## src/rtl/buck_seq_pkg.sv

```systemverilog
package buck_seq_pkg;
  typedef enum logic [1:0] {
    ST_IDLE   = 2'd0,
    ST_PROBE  = 2'd1,
    ST_DISCHG = 2'd2,
    ST_RAMP   = 2'd3
  } seq_state_t;
endpackage

```

## src/rtl/bss_sync.sv

```systemverilog
// Multi-flop synchronizer with a one-cycle pulse on every change of the
// synchronized level (both directions).
module bss_sync #(
  parameter int STAGES = 2
) (
  input  logic clk,
  input  logic rst,
  input  logic din,
  output logic edge_p
);
  logic [STAGES:0] sh_q;

  always_ff @(posedge clk) begin
    if (rst) sh_q <= '0;
    else     sh_q <= {sh_q[STAGES-1:0], din};
  end

  assign edge_p = sh_q[STAGES] ^ sh_q[STAGES-1];
endmodule

```

## src/rtl/bss_probe_gen.sv

```systemverilog
// Free-running probe pulse timer: high for HIGH cycles of every PERIOD.
module bss_probe_gen #(
  parameter int PERIOD = 25000,
  parameter int HIGH   = 250
) (
  input  logic clk,
  input  logic rst,
  input  logic run,
  output logic pulse_hi
);
  localparam int CW = (PERIOD > 1) ? $clog2(PERIOD) : 1;
  localparam logic [CW-1:0] LAST = CW'(PERIOD - 1);
  localparam logic [CW:0]   HI_W = (CW+1)'(HIGH);

  logic [CW-1:0] cnt_q;

  always_ff @(posedge clk) begin
    if (rst || !run)      cnt_q <= '0;
    else if (cnt_q == LAST) cnt_q <= '0;
    else                  cnt_q <= cnt_q + 1'b1;
  end

  assign pulse_hi = run && ({1'b0, cnt_q} < HI_W);
endmodule

```

## src/rtl/bss_ramp.sv

```systemverilog
// Soft-start code counter with a step prescaler.
module bss_ramp #(
  parameter int CODE_W = 10,
  parameter int STEP   = 855
) (
  input  logic              clk,
  input  logic              rst,
  input  logic              clr,
  input  logic              run,
  output logic [CODE_W-1:0] code,
  output logic              full
);
  localparam int PW = (STEP > 1) ? $clog2(STEP) : 1;
  localparam logic [PW-1:0] PRE_LAST = PW'(STEP - 1);

  logic [PW-1:0]     pre_q;
  logic [CODE_W-1:0] code_q;

  assign full = &code_q;
  assign code = code_q;

  always_ff @(posedge clk) begin
    if (rst || clr) begin
      pre_q  <= '0;
      code_q <= '0;
    end else if (run && !full) begin
      if (pre_q == PRE_LAST) begin
        pre_q  <= '0;
        code_q <= code_q + 1'b1;
      end else begin
        pre_q <= pre_q + 1'b1;
      end
    end
  end
endmodule

```

## src/rtl/buck_start_seq.sv

```systemverilog
module buck_start_seq
  import buck_seq_pkg::*;
#(
  parameter int PROBE_PERIOD = 25000,
  parameter int PROBE_HIGH   = 250,
  parameter int EDGES_NEEDED = 4,
  parameter int DISCHG_CYC   = 2500,
  parameter int CODE_W       = 10,
  parameter int STEP_CYC     = 855,
  parameter int SYNC_STAGES  = 2
) (
  input  logic              clk,
  input  logic              rst,
  input  logic              por_ok,
  input  logic              en,
  input  logic              probe_cmp,
  input  logic              restart,
  output logic              hs_req,
  output logic              ls_req,
  output logic [CODE_W-1:0] ss_code,
  output logic              ss_done
);
  localparam int ECW = $clog2(EDGES_NEEDED + 1);
  localparam logic [ECW-1:0] EDGE_LAST = ECW'(EDGES_NEEDED - 1);
  localparam int DCW = (DISCHG_CYC > 1) ? $clog2(DISCHG_CYC) : 1;
  localparam logic [DCW-1:0] DIS_LAST = DCW'(DISCHG_CYC - 1);

  seq_state_t state_q, state_d;
  logic live, restart_take, cmp_edge, probe_hi, ramp_full;
  logic [ECW-1:0] edge_cnt_q;
  logic [DCW-1:0] dis_cnt_q;
  logic hs_q, ls_q, done_q;

  assign live         = por_ok && en;
  assign restart_take = live && restart &&
                        (state_q == ST_DISCHG || state_q == ST_RAMP);

  bss_sync #(.STAGES(SYNC_STAGES)) u_sync (
    .clk(clk), .rst(rst), .din(probe_cmp), .edge_p(cmp_edge)
  );

  bss_probe_gen #(.PERIOD(PROBE_PERIOD), .HIGH(PROBE_HIGH)) u_probe (
    .clk(clk), .rst(rst), .run(live && state_q == ST_PROBE),
    .pulse_hi(probe_hi)
  );

  bss_ramp #(.CODE_W(CODE_W), .STEP(STEP_CYC)) u_ramp (
    .clk(clk), .rst(rst),
    .clr(!live || restart_take || state_q != ST_RAMP),
    .run(state_q == ST_RAMP),
    .code(ss_code), .full(ramp_full)
  );

  always_comb begin
    state_d = state_q;
    if (!live)             state_d = ST_IDLE;
    else if (restart_take) state_d = ST_RAMP;
    else begin
      unique case (state_q)
        ST_IDLE:   state_d = ST_PROBE;
        ST_PROBE:  if (cmp_edge && edge_cnt_q == EDGE_LAST) state_d = ST_DISCHG;
        ST_DISCHG: if (dis_cnt_q == DIS_LAST) state_d = ST_RAMP;
        ST_RAMP:   state_d = ST_RAMP;
        default:   state_d = ST_IDLE;
      endcase
    end
  end

  always_ff @(posedge clk) begin
    if (rst) begin
      state_q    <= ST_IDLE;
      edge_cnt_q <= '0;
      dis_cnt_q  <= '0;
      hs_q       <= 1'b0;
      ls_q       <= 1'b0;
      done_q     <= 1'b0;
    end else begin
      state_q <= state_d;
      if (!live || state_q != ST_PROBE) edge_cnt_q <= '0;
      else if (cmp_edge)                edge_cnt_q <= edge_cnt_q + 1'b1;
      if (!live || state_q != ST_DISCHG) dis_cnt_q <= '0;
      else                               dis_cnt_q <= dis_cnt_q + 1'b1;
      hs_q   <= probe_hi;
      ls_q   <= live && !restart_take && state_q == ST_DISCHG;
      done_q <= live && !restart_take && state_q == ST_RAMP && ramp_full;
    end
  end

  assign hs_req  = hs_q;
  assign ls_req  = ls_q;
  assign ss_done = done_q;
endmodule

```

## config.mk

```make
export PLATFORM = sky130hd
export DESIGN_NAME = buck_start_seq
export DESIGN_NICKNAME = d
export VERILOG_FILES = /design/src/rtl/buck_seq_pkg.sv /design/src/rtl/bss_sync.sv /design/src/rtl/bss_probe_gen.sv /design/src/rtl/bss_ramp.sv /design/src/rtl/buck_start_seq.sv
export SDC_FILE = /design/constraint.sdc
export NUM_CORES = 1
export LEC_CHECK = 0
export BUFFER_PORTS_ARGS = -buffer_cell sky130_fd_sc_hd__buf_2
export CORE_ASPECT_RATIO = 0.6
export CORE_UTILIZATION = 59
export CTS_CLUSTER_DIAMETER = 40
export DETAILED_ROUTE_END_ITERATION = 12
export HOLD_SLACK_MARGIN = 0.02
export PLACE_DENSITY = 0.78
export SLEW_MARGIN = 0
export SYNTH_ARGS = -nofsm -noshare
export SYNTH_HDL_FRONTEND = slang
export SYNTH_HIERARCHICAL = 1
export SYNTH_SLANG_ARGS = --single-unit
```

## constraint.sdc

```tcl
create_clock -name clk -period 2.18 [get_ports clk]
set_input_delay 0.436 -clock clk [delete_from_list [all_inputs] [get_ports clk]]
set_output_delay 0.436 -clock clk [all_outputs]
set_load 0.01 [all_outputs]
```

* Word level (Yosys, flattened, before mapping)
Cells that the tools add are included.
** Cells by class
- $add $sub $neg :: 5
- $lt $le $gt $ge :: 1
- Equal/unequal tests :: 12
- Muxes and demuxes :: 5
- Bitwise operators :: 2
- Reduce and logical (&&, ||, !) cells :: 30
** Operator list (count)
- $add A10 B1 Y10 const B :: 2
- $add A15 B1 Y15 const B :: 1
- $eq A15 B15 Y1 const B :: 1
- $lt A15 B8 Y1 const B :: 1
- $add A12 B1 Y12 const B :: 1
- $eq A12 B12 Y1 const B :: 1
- $logic_and A1 B1 Y1 :: 11
- $eq A10 B10 Y1 const B :: 1
- $mux W10 :: 1
- $reduce_and A10 Y1 :: 1
- $pmux W2 S4 :: 1
- $reduce_or A2 Y1 :: 4
- $logic_or A1 B1 Y1 :: 7
- $mux W2 :: 3
- $ne A3 B2 Y1 const B :: 2
- $eq A2 B2 Y1 const B :: 2
- $logic_not A1 Y1 :: 4
- $ne A2 B2 Y1 const B :: 2
- $reduce_and A2 Y1 :: 2
- $add A3 B1 Y3 const B :: 1
- $eq A3 B2 Y1 const B :: 1
- $eq A2 B1 Y1 const B :: 1
- $logic_not A2 Y1 :: 1
- $ne A2 B1 Y1 const B :: 1
- 2 further kinds :: 2
** Storage, ports and cells
- Bits in registers :: 58
- Output and inout bits :: 13
- Word-level logic and storage cells :: 65

* Longest topological paths before layout
Gate-level depths: netlist (run 1).
- Word-level depth :: 7
- Mapped depth :: 8

* By module
The synthesis (run 1) kept the hierarchy.
** Modules (own cells, without submodules)
- bss_ramp :: instances 1, cells each 137, area an instance 1088.5 sq um, seq. area each 400.4 sq um
- buck_start_seq :: instances 1, cells each 95, area an instance 869.6 sq um, seq. area each 400.4 sq um
- bss_probe_gen :: instances 1, cells each 78, area an instance 698.2 sq um, seq. area each 300.3 sq um
- bss_sync :: instances 1, cells each 7, area an instance 87.6 sq um, seq. area each 60.1 sq um

* Worst setup path after synthesis (run 1)
OpenSTA, ideal clock, no wires.
- Path type :: input-to-reg
- From :: input port por_ok
- To :: register u_ramp.pre_q[7]
- Library setup time :: 0.074 ns
- Data arrival time :: 1.934 ns
- Data required time :: 2.106 ns
- Path slack :: 0.172 ns
- Stages :: 6
- Path buffers :: 1
- Cell sequence :: nand2_1 > or3b_1 > or2_2 > buf_1 > or4_1 > o21ai_0
** On the way
- Word-level cells in the longest chain between the ends :: 6
- Elaborated cells between the ends (all ways) :: 7
- Classes of those cells :: 7 x reduce/logical
** Ends and longest elaborated chain
- start, declared :: RTL line buck_start_seq.sv:14 : input logic por_ok,
- $logic_and A1 B1 Y1 * :: RTL line buck_start_seq.sv:34 : assign live = por_ok && en;
- $logic_and A1 B1 Y1 (2 in a row) :: RTL line buck_start_seq.sv:35 : assign restart_take = live && restart &&
- $logic_or A1 B1 Y1 * (2 in a row) :: RTL line buck_start_seq.sv:49 : .clr(!live || restart_take || state_q != ST_RAMP),
- $logic_or A1 B1 Y1 * :: RTL line bss_ramp.sv:23 : if (rst || clr) begin
- end signal, assigned :: RTL line bss_ramp.sv:31 : pre_q <= pre_q + 1'b1;
- end, declared :: RTL line bss_ramp.sv:16 : logic [PW-1:0] pre_q;
Mark *: on every way between the ends. The rest lies on a longest branch, timed or not.
A chain may end at the register's enable or synchronous reset.

* Worst setup path after layout (run 1)
- From :: register u_ramp.pre_q[0]
- To :: register u_ramp.code_q[5] (netlist: u_ramp/code[5])
** On the way
- Word-level cells in the longest chain between the ends :: 2
** Ends and longest elaborated chain
- $eq A10 B10 Y1 :: RTL line bss_ramp.sv:27 : if (pre_q == PRE_LAST) begin
- $reduce_and A2 Y1 (no line)
- end signal, assigned :: RTL line bss_ramp.sv:29 : code_q <= code_q + 1'b1;
- end, declared :: RTL line bss_ramp.sv:17 : logic [CODE_W-1:0] code_q;
No other way between the ends.

==> results of run 1 <==
power groups by stage:
stage / clock network [mW] / registers (mW) / logic [mW]
after CTS: 1.21 / 1.06 / 0.0250
after global placement: 0 / 1.09 / 0.0241
after detailed placement: 0 / 1.09 / 0.0247
after global routing: 1.23 / 1.06 / 0.0281
after floorplan: 0 / 1.09 / 0.0144
final: 1.18 / 1.07 / 0.0253
cells in the mapped netlist, types with 2 or more instances:
| cell type | instances | area, um^2 |
|---|---|---|
| xor2_1 | 5 | 43.8 |
| nand3_1 | 21 | 105 |
| and3_1 | 7 | 43.8 |
| o31ai_1 | 9 | 67.6 |
| o21ai_0 | 14 | 70.1 |
| nor3b_1 | 2 | 15.0 |
| ha_1 | 7 | 87.6 |
| dfxtp_1 | 58 | 1160 |
| or3_1 | 8 | 50.1 |
| and2_1 | 4 | 25.0 |
| nor3_1 | 7 | 35.0 |
| mux2i_1 | 4 | 40.0 |
| nor4_1 | 6 | 37.5 |
| nand4_1 | 14 | 87.6 |
| xnor2_1 | 13 | 114 |
| inv_1 | 10 | 37.5 |
| nor2b_1 | 8 | 50.1 |
| nor2_1 | 28 | 105 |
| buf_2 | 3 | 15.0 |
| buf_6 | 2 | 22.5 |
| a31oi_1 | 2 | 12.5 |
| a21oi_1 | 21 | 105 |
| or4_1 | 13 | 97.6 |
| o211a_1 | 2 | 20.0 |
| clkbuf_1 | 6 | 22.5 |
| nand2_1 | 25 | 93.8 |
through the flow:
| step | instances | hold slack [ns] | area (um^2) | util (%) | power [mW] |
|---|---|---|---|---|---|
| final | 406 | 0.322 | 3140 | 73.3 | 2.27 |
| after global routing | 406 | 0.335 | 3140 | 73.3 | 2.33 |
| after CTS | 406 | 0.308 | 3140 | 73.3 | 2.30 |
| after detailed placement | 390 | 0.440 | 2900 | 67.8 | 1.11 |
| after global placement | 390 | 0.440 | 2900 | 67.8 | 1.11 |
| after floorplan | 317 | 0.414 | 2740 | - | 1.10 |
cells by family after synthesis:
logic type / synth area share (%)
simple gates: 30.6
compound gates: 13.0
mux: 1.46
fa+ha+maj: 3.19
flops: 42.3
buf+inv: 3.69
xor+xnor: 5.75
area by class of cell:
cell class / instances / area (um^2) / area share (%)
well taps: 60 / 75.1 / 2.39
inverters: 10 / 37.5 / 1.20
clock buffers: 10 / 128 / 4.07
multi-input cells: 237 / 1490 / 47.4
flip-flops and latches: 58 / 1160 / 37.0
repair buffers: 25 / 143 / 4.55
clock inverters: 6 / 105 / 3.35
registers in the layout, indices dropped and copies added (netlist names), 2 cells and up:
| register | flops |
|---|---|
| dis_cnt_q | 12 |
| edge_cnt_q | 3 |
| u_ramp/pre_q | 10 |
| u_probe/cnt_q | 15 |
| u_ramp/code | 10 |
| state_q | 2 |
| u_sync/sh_q | 3 |
path summary, 6_finish.rpt:
path | endpoint | startpoint | slack (ns)
max reg2reg | u_ramp/code[5] | u_ramp/pre_q[0] | 0.12
max | u_ramp/code[5] | u_ramp/pre_q[0] | 0.12
min reg2reg | u_probe/cnt_q[0] | u_probe/cnt_q[0] | 0.46
min | u_sync/sh_q[0] | probe_cmp | 0.32
what timing repair did:
| action | CTS | global route |
|---|---|---|
| hold buffers | 0 | 0 |
| buffers inserted | 0 | 0 |
| resized for setup | 0 | 0 |
| endpoints found under the setup margin | 0 | 4 |
metal layers:
metal	vias to the layer above	wire, um	part of all wire [%]
met5	-	0	0
met4	0	92	1.6
met3	9	301	5.2
met2	61	2340	40
met1	1086	3100	53
li1	1209	-	-
==> out/metrics.cfg, run 1 <==
[synth]
synth.yosys.warnings=6
synth-seq-area-share_pct=42.3
synth_edf_count=0
ys.flop_type=dfxtp_1
syn_inst=317
avgSynthCellArea_um2=8.66
syn-num-nets=330
synth_cell_type_count=44
async_flop_share_pct=0
synthesis.area_um2=2740
synth_seq_cells=58

[setup_path]
cp_max_fo=22
crit_type=reg2reg
cp.arrival_ns=2.33
critPathTopFamily=simple AND/OR/NAND/NOR gates
startpoint_type=flop
required_ns=2.45
max_stage_delay_ns=0.58
slowest_stage=or4_4
worst-r2r-cell-count=6
cp-end-kind=flop
cp_num_cells=6
path_buf_inv=1
crit_chain=inv_1 > ha_1 > nand4b_1 > or4_4 > or4_1 > a21oi_1

[timing]
setup_viol=0
tightest_slew_ns=0.645
slew_headroom_pct=56.9
timing.final.crit_share_pct=94.3
maxSlewViolCount=0
min_period_ns=2.06
finClkSkew_ns=0.00579
grt_setup_unrepaired=false
fmax_mhz=486
hold_violations=0
setup_tns_ns=0
setup_ws_ns=0.124

[placement]
detailed_place_hpwl_um=3960
place_ws_ns=0.113
io_buffers=18
gp_congestion=0.812

[routing]
ant_nets=0
wire_per_inst_um=14.4
route.detailed.drc=0
drt-total-wl_um=5830
drt_iter0_drc=139
dr_total_vias=2365
drt_pass1_iterations=4
vias_per_cell=5.83

[pwr]
power_frac_comb_pct=1.1
vdd_drop_max_mv=0.594
pwr_density_cell_nw_per_um2=723
intPower_mw=1.83
p_sw_mw=0.440
clkPwrFrac_pct=51.9
sw_frac_of_total_pct=19.4
p_seq_share_pct=47.0
leakage_nw=1.05

[min_path]
worstHoldPathType=in2reg
hold_depth=2

[grt]
grt.met1_usage_pct=34.2
gr-total-overflow=0
use_met2_pct=37.3
grt_max_degree=25
grt_usage_pct=25.5
grt_pass1_vias=2063
use_met3_pct=8.47
grt_busiest_layer=met2
grt_antenna_before_repair=0
grt_pass1_wl_um=9490

[cts]
cts_root_buf=clkbuf_8
cts_buffers=9
htree_levels=3
cts_tree=built
cts_sinks=58
clk_latency_ns=0.34
clk_pin_slew_ns=0.06
clockBufferDepth=2

[finish]
final_common_cell=dfxtp_1
finalNetCount=354
layout-drive-gt1-share_pct=13.3
areaGrowthSynthToFinish_pct=14.3
fillerInstances=330
antennaDiodeCount=0
layout_common_cells=dfxtp_1, nor2_1, nand2_1

[floorplan]
fp.dieH_um=54.8
placementRows=18
core-area_um2=4280
die_area_um2=4940
ios=19
start_util_pct=64.1
die_x_um=90.0

[status]
outcome=completed

[run]
cap_viol_max_count=0

Note: power is estimated with default switching activity, not from simulation.
==> run 2, diff against run 1 <==
- PLACE_DENSITY: 0.78 -> 0.79
==> run 2 against run 1 <==
Against the previous run: clock power is 27% lower; critical path depth stayed put; sequential power barely moved; worst setup slack better by 0.046 ns; largest cell class unchanged.
==> out/metrics.cfg, run 2 (synthesis gave the netlist of run 1 again) <==
[status]
outcome=completed

[floorplan]
die_x_um=90.0
fp.dieH_um=54.8
start_util_pct=64.1
placementRows=18
ios=19
core-area_um2=4280
die_area_um2=4940

[finish]
antennaDiodeCount=0
areaGrowthSynthToFinish_pct=12.0
final_common_cell=dfxtp_1
reg.largest.list=u_probe/cnt_q x15, dis_cnt_q x12
largest_register=u_probe/cnt_q
finalNetCount=354
largest_reg_flops=15
layout-drive-gt1-share_pct=13.0
fillerInstances=330
layout_common_cells=dfxtp_1, nor2_1, nand2_1

[timing]
hold_violations=0
tightest_slew_ns=0.658
min_period_ns=2.01
finClkSkew_ns=0.00745
setup_ws_ns=0.170
setup_viol=0
setup_tns_ns=0
slew_headroom_pct=56.0
grt_setup_unrepaired=false
fmax_mhz=497
maxSlewViolCount=0
timing.final.crit_share_pct=92.2

[pwr]
power_mw=1.95
pwr_density_cell_nw_per_um2=634
leakage_nw=1.02
vdd_drop_max_mv=0.505

[routing]
wire_per_inst_um=13.6
route.detailed.drc=0
drt_pass1_iterations=5
drt_iter0_drc=159
wl_met1_um=2850
drt-total-wl_um=5530
met3WireLength_um=306
ant_nets=0
vias_per_cell=5.87
dr_total_vias=2378
top_layer_used=met4
wl_met2_um=2330

[cts]
cts_root_buf=clkbuf_8
clockBufferDepth=2
clk_latency_ns=0.33
cts_tree=built
htree_levels=3
cts_setup_buffers=0
ctsHoldBuffers=0
clk_pin_slew_ns=0.06
cts_resized=0
cts_sinks=58
cts_buffers=9

[grt]
gr-total-overflow=0
grt_pass1_vias=2060
grt_usage_pct=24.5
grt_antenna_before_repair=0
grt_pass1_wl_um=9310
grt_max_degree=23

[setup_path]
cp-end-kind=flop
crit_chain=inv_1 > ha_1 > nand4b_1 > or4_4 > or4_1 > a21oi_1
cp_max_fo=22
cp.arrival_ns=2.27
max_stage_delay_ns=0.58
required_ns=2.44
startpoint_type=flop
slowest_stage=or4_4
crit_type=reg2reg

[run]
cap_viol_max_count=0

[min_path]
worstHoldPathType=in2reg

[placement]
io_buffers=18
place_ws_ns=0.101
gp_congestion=0.871
detailed_place_hpwl_um=3900

## run 2: changes by cell type in the layout (fill, tap and decap cells not counted), sizes merged
cell and change:
bufinv -3, clkbuf +2
## run 2: where the power goes
| group | internal [mW] | leakage [nW] | switching, mW | total (mW) |
|---|---|---|---|---|
| Combinational | 0.00986 | 0.458 | 0.0149 | 0.0247 |
| Clock | 0.462 | 0.0920 | 0.397 | 0.859 |
| Sequential | 1.06 | 0.468 | 0.00186 | 1.07 |
| Total | 1.54 | 1.02 | 0.413 | 1.95 |
## run 2: routing by layer
| metal | vias to the layer above | global-route usage (%) |
|---|---|---|
| li1 | 1204 | - |
| met1 | 1113 | 33.6 |
| met2 | 53 | 36.9 |
| met3 | 8 | 6.67 |
| met4 | 0 | 9.68 |
| met5 | - | 0 |
## run 2: final timing paths
| check | start | to | slack, ns | depth (start not counted) |
|---|---|---|---|---|
| setup reg to reg | u_ramp/pre_q[0] | u_ramp/code[6] | 0.17 | 6 |
| hold / removal | probe_cmp | u_sync/sh_q[0] | 0.32 | 2 |
| hold reg to reg | u_sync/sh_q[0] | u_sync/sh_q[1] | 0.44 | 1 |
| setup / recovery | u_ramp/pre_q[0] | u_ramp/code[6] | 0.17 | 6 |
## run 2: area by class of cell
type                            count  area (um^2)  area share [%]
Sequential cell                    58         1160            37.8
Tap cell                           60         75.1            2.44
Timing Repair Buffer               25          143            4.64
Multi-Input combinational cell    237         1490            48.4
Clock inverter                      3         15.0           0.489
Clock buffer                       12          155            5.05
Inverter                           10         37.5            1.22
## run 2: worst max-delay path, delay by kind of cell (launching register included)
family | cells | cell delay [ns]
AO/OA/AOI/OAI | 1 | 0.16
adder cells (fa/ha/maj) | 1 | 0.15
buffers and inverters | 1 | 0.08
flip-flops | 1 | 0.34
AND/OR/NAND/NOR | 3 | 1.21
## run 2: stage by stage
stage | hold slack, ns | area [um^2] | std cells | util [%]
2_1_floorplan | 0.414 | 2740 | 317 | -
5_1_grt | 0.344 | 3070 | 405 | 71.8
4_1_cts | 0.315 | 3070 | 405 | 71.8
3_3_place_gp | 0.442 | 2900 | 390 | 67.8
3_5_place_dp | 0.432 | 2900 | 390 | 67.8
6_report | 0.324 | 3070 | 405 | 71.8
==> run 3, diff against run 2 <==
==> constraint.sdc (replaced) <==
create_clock -name clk -period 2.14 [get_ports clk]
set_input_delay 0.428 -clock clk [delete_from_list [all_inputs] [get_ports clk]]
set_output_delay 0.428 -clock clk [all_outputs]
set_load 0.02 [all_outputs]
==> run 3 against run 2 <==
Against the previous run: critical path depth is 1 lower; die area did not move; sequential power about the same; critical endpoint is now u_ramp/pre_q[6].
==> out/metrics.cfg, run 3 (synthesis gave the netlist of run 1 again) <==
[timing]
grt_setup_unrepaired=true
min_period_ns=2.02
setup_tns_ns=0
maxSlewViolCount=0
timing.final.crit_share_pct=94.5
setup_ws_ns=0.119
tightest_slew_ns=0.603
fmax_mhz=495
setup_viol=0
hold_violations=0
finClkSkew_ns=0.00458
slew_headroom_pct=59.7

[floorplan]
ios=19
core-area_um2=4280
die_x_um=90.0
fp.dieH_um=54.8
die_area_um2=4940
start_util_pct=64.1
placementRows=18

[cts]
cts_buffers=9
cts_root_buf=clkbuf_8
clk_pin_slew_ns=0.06
cts_tree=built
clk_latency_ns=0.33
cts_sinks=58
clockBufferDepth=2
htree_levels=3
cts_resized=0

[finish]
areaGrowthSynthToFinish_pct=14.4
fillerInstances=343
finalNetCount=359
final_common_cell=dfxtp_1
antennaDiodeCount=0
reg.largest.list=u_probe/cnt_q x15, dis_cnt_q x12
layout_common_cells=dfxtp_1, nor2_1, nand2_1
largest_register=u_probe/cnt_q
final_core_util_pct=73.4
register_area_um2=1160
layout-drive-gt1-share_pct=14.0
largest_reg_flops=15
multi_input_area_um2=1500

[routing]
wire_per_inst_um=14.0
drt-total-wl_um=5740
ant_nets=0
vias_per_cell=5.80
drt_iter0_drc=165
drt_pass1_iterations=5
dr_total_vias=2384
route.detailed.drc=0

[placement]
detailed_place_hpwl_um=3850
place_ws_ns=0.0562
gp_congestion=0.872
io_buffers=18

[setup_path]
slowest_stage=or4_1
r2r-start=state_q[0]
crit_chain=and2_1 > or3b_1 > or2_2 > or4_1 > o21ai_0
cp_num_cells=5
crit_type=reg2reg
cp_max_fo=7
critPathTopFamily=simple AND/OR/NAND/NOR gates
path_buf_inv=0
required_ns=2.39
cp.arrival_ns=2.27
critical_path.startpoint=state_q[0]
cp-end-kind=flop
startpoint_type=flop
worst-r2r-cell-count=5
max_stage_delay_ns=0.53

[min_path]
worstHoldPathType=in2reg
hold_depth=2
worstHoldStart=probe_cmp

[pwr]
leakage_nw=1.05
vdd_drop_max_mv=0.446
pwr_density_cell_nw_per_um2=675
power_mw=2.12

[status]
outcome=completed

[run]
cap_viol_max_count=0

[grt]
grt_max_degree=23
grt_usage_pct=24.1
gr-total-overflow=0
grt_pass1_wl_um=9000
grt_antenna_before_repair=0
grt_pass1_vias=1975

==> run 3: final cells by class <==
| class | instances | share of cell area [%] |
|---|---|---|
| well taps | 60 | 2.39 |
| clock inverters | 2 | 1.12 |
| inverters | 10 | 1.20 |
| repair buffers | 29 | 5.50 |
| clock buffers | 14 | 5.18 |
| flip-flops and latches | 58 | 37.0 |
| multi-input cells | 238 | 47.6 |
==> run 3: path summary, 6_finish.rpt <==
| kind | slack, ns | endpoint |
|---|---|---|
| worst max-delay path | 0.12 | u_ramp/pre_q[6] |
| worst min register to register | 0.46 | u_sync/sh_q[1] |
| worst min-delay path | 0.34 | u_sync/sh_q[0] |
| worst max register to register | 0.12 | u_ramp/pre_q[6] |
==> run 3: repair_timing <==
action / in CTS / in global routing
setup endpoints to repair: 0 / 5
buffers inserted: 0 / 1
hold buffers: 0 / 0
==> run 3: per-layer routing <==
layer	GRT usage, %	up-vias	wire length (um)
li1	-	1224	-
met1	32.6	1056	2970
met2	34.6	96	2280
met3	8.19	8	411
met4	12.1	0	80
met5	0	-	0
==> run 3: report_power, final <==
part	internal (mW)	total, mW	switching (mW)	leakage, nW
clock	0.601	1.01	0.409	0.101
combinational	0.0105	0.0253	0.0148	0.477
sequential	1.08	1.08	0.00181	0.468
==> run 3: through the flow <==
stage	hold WS (ns)	cells	area [um^2]
floorplan	0.414	317	2740
global placement	0.437	393	2930
detailed placement	0.446	393	2930
CTS	0.314	409	3120
global route	0.339	411	3140
finish	0.335	411	3140
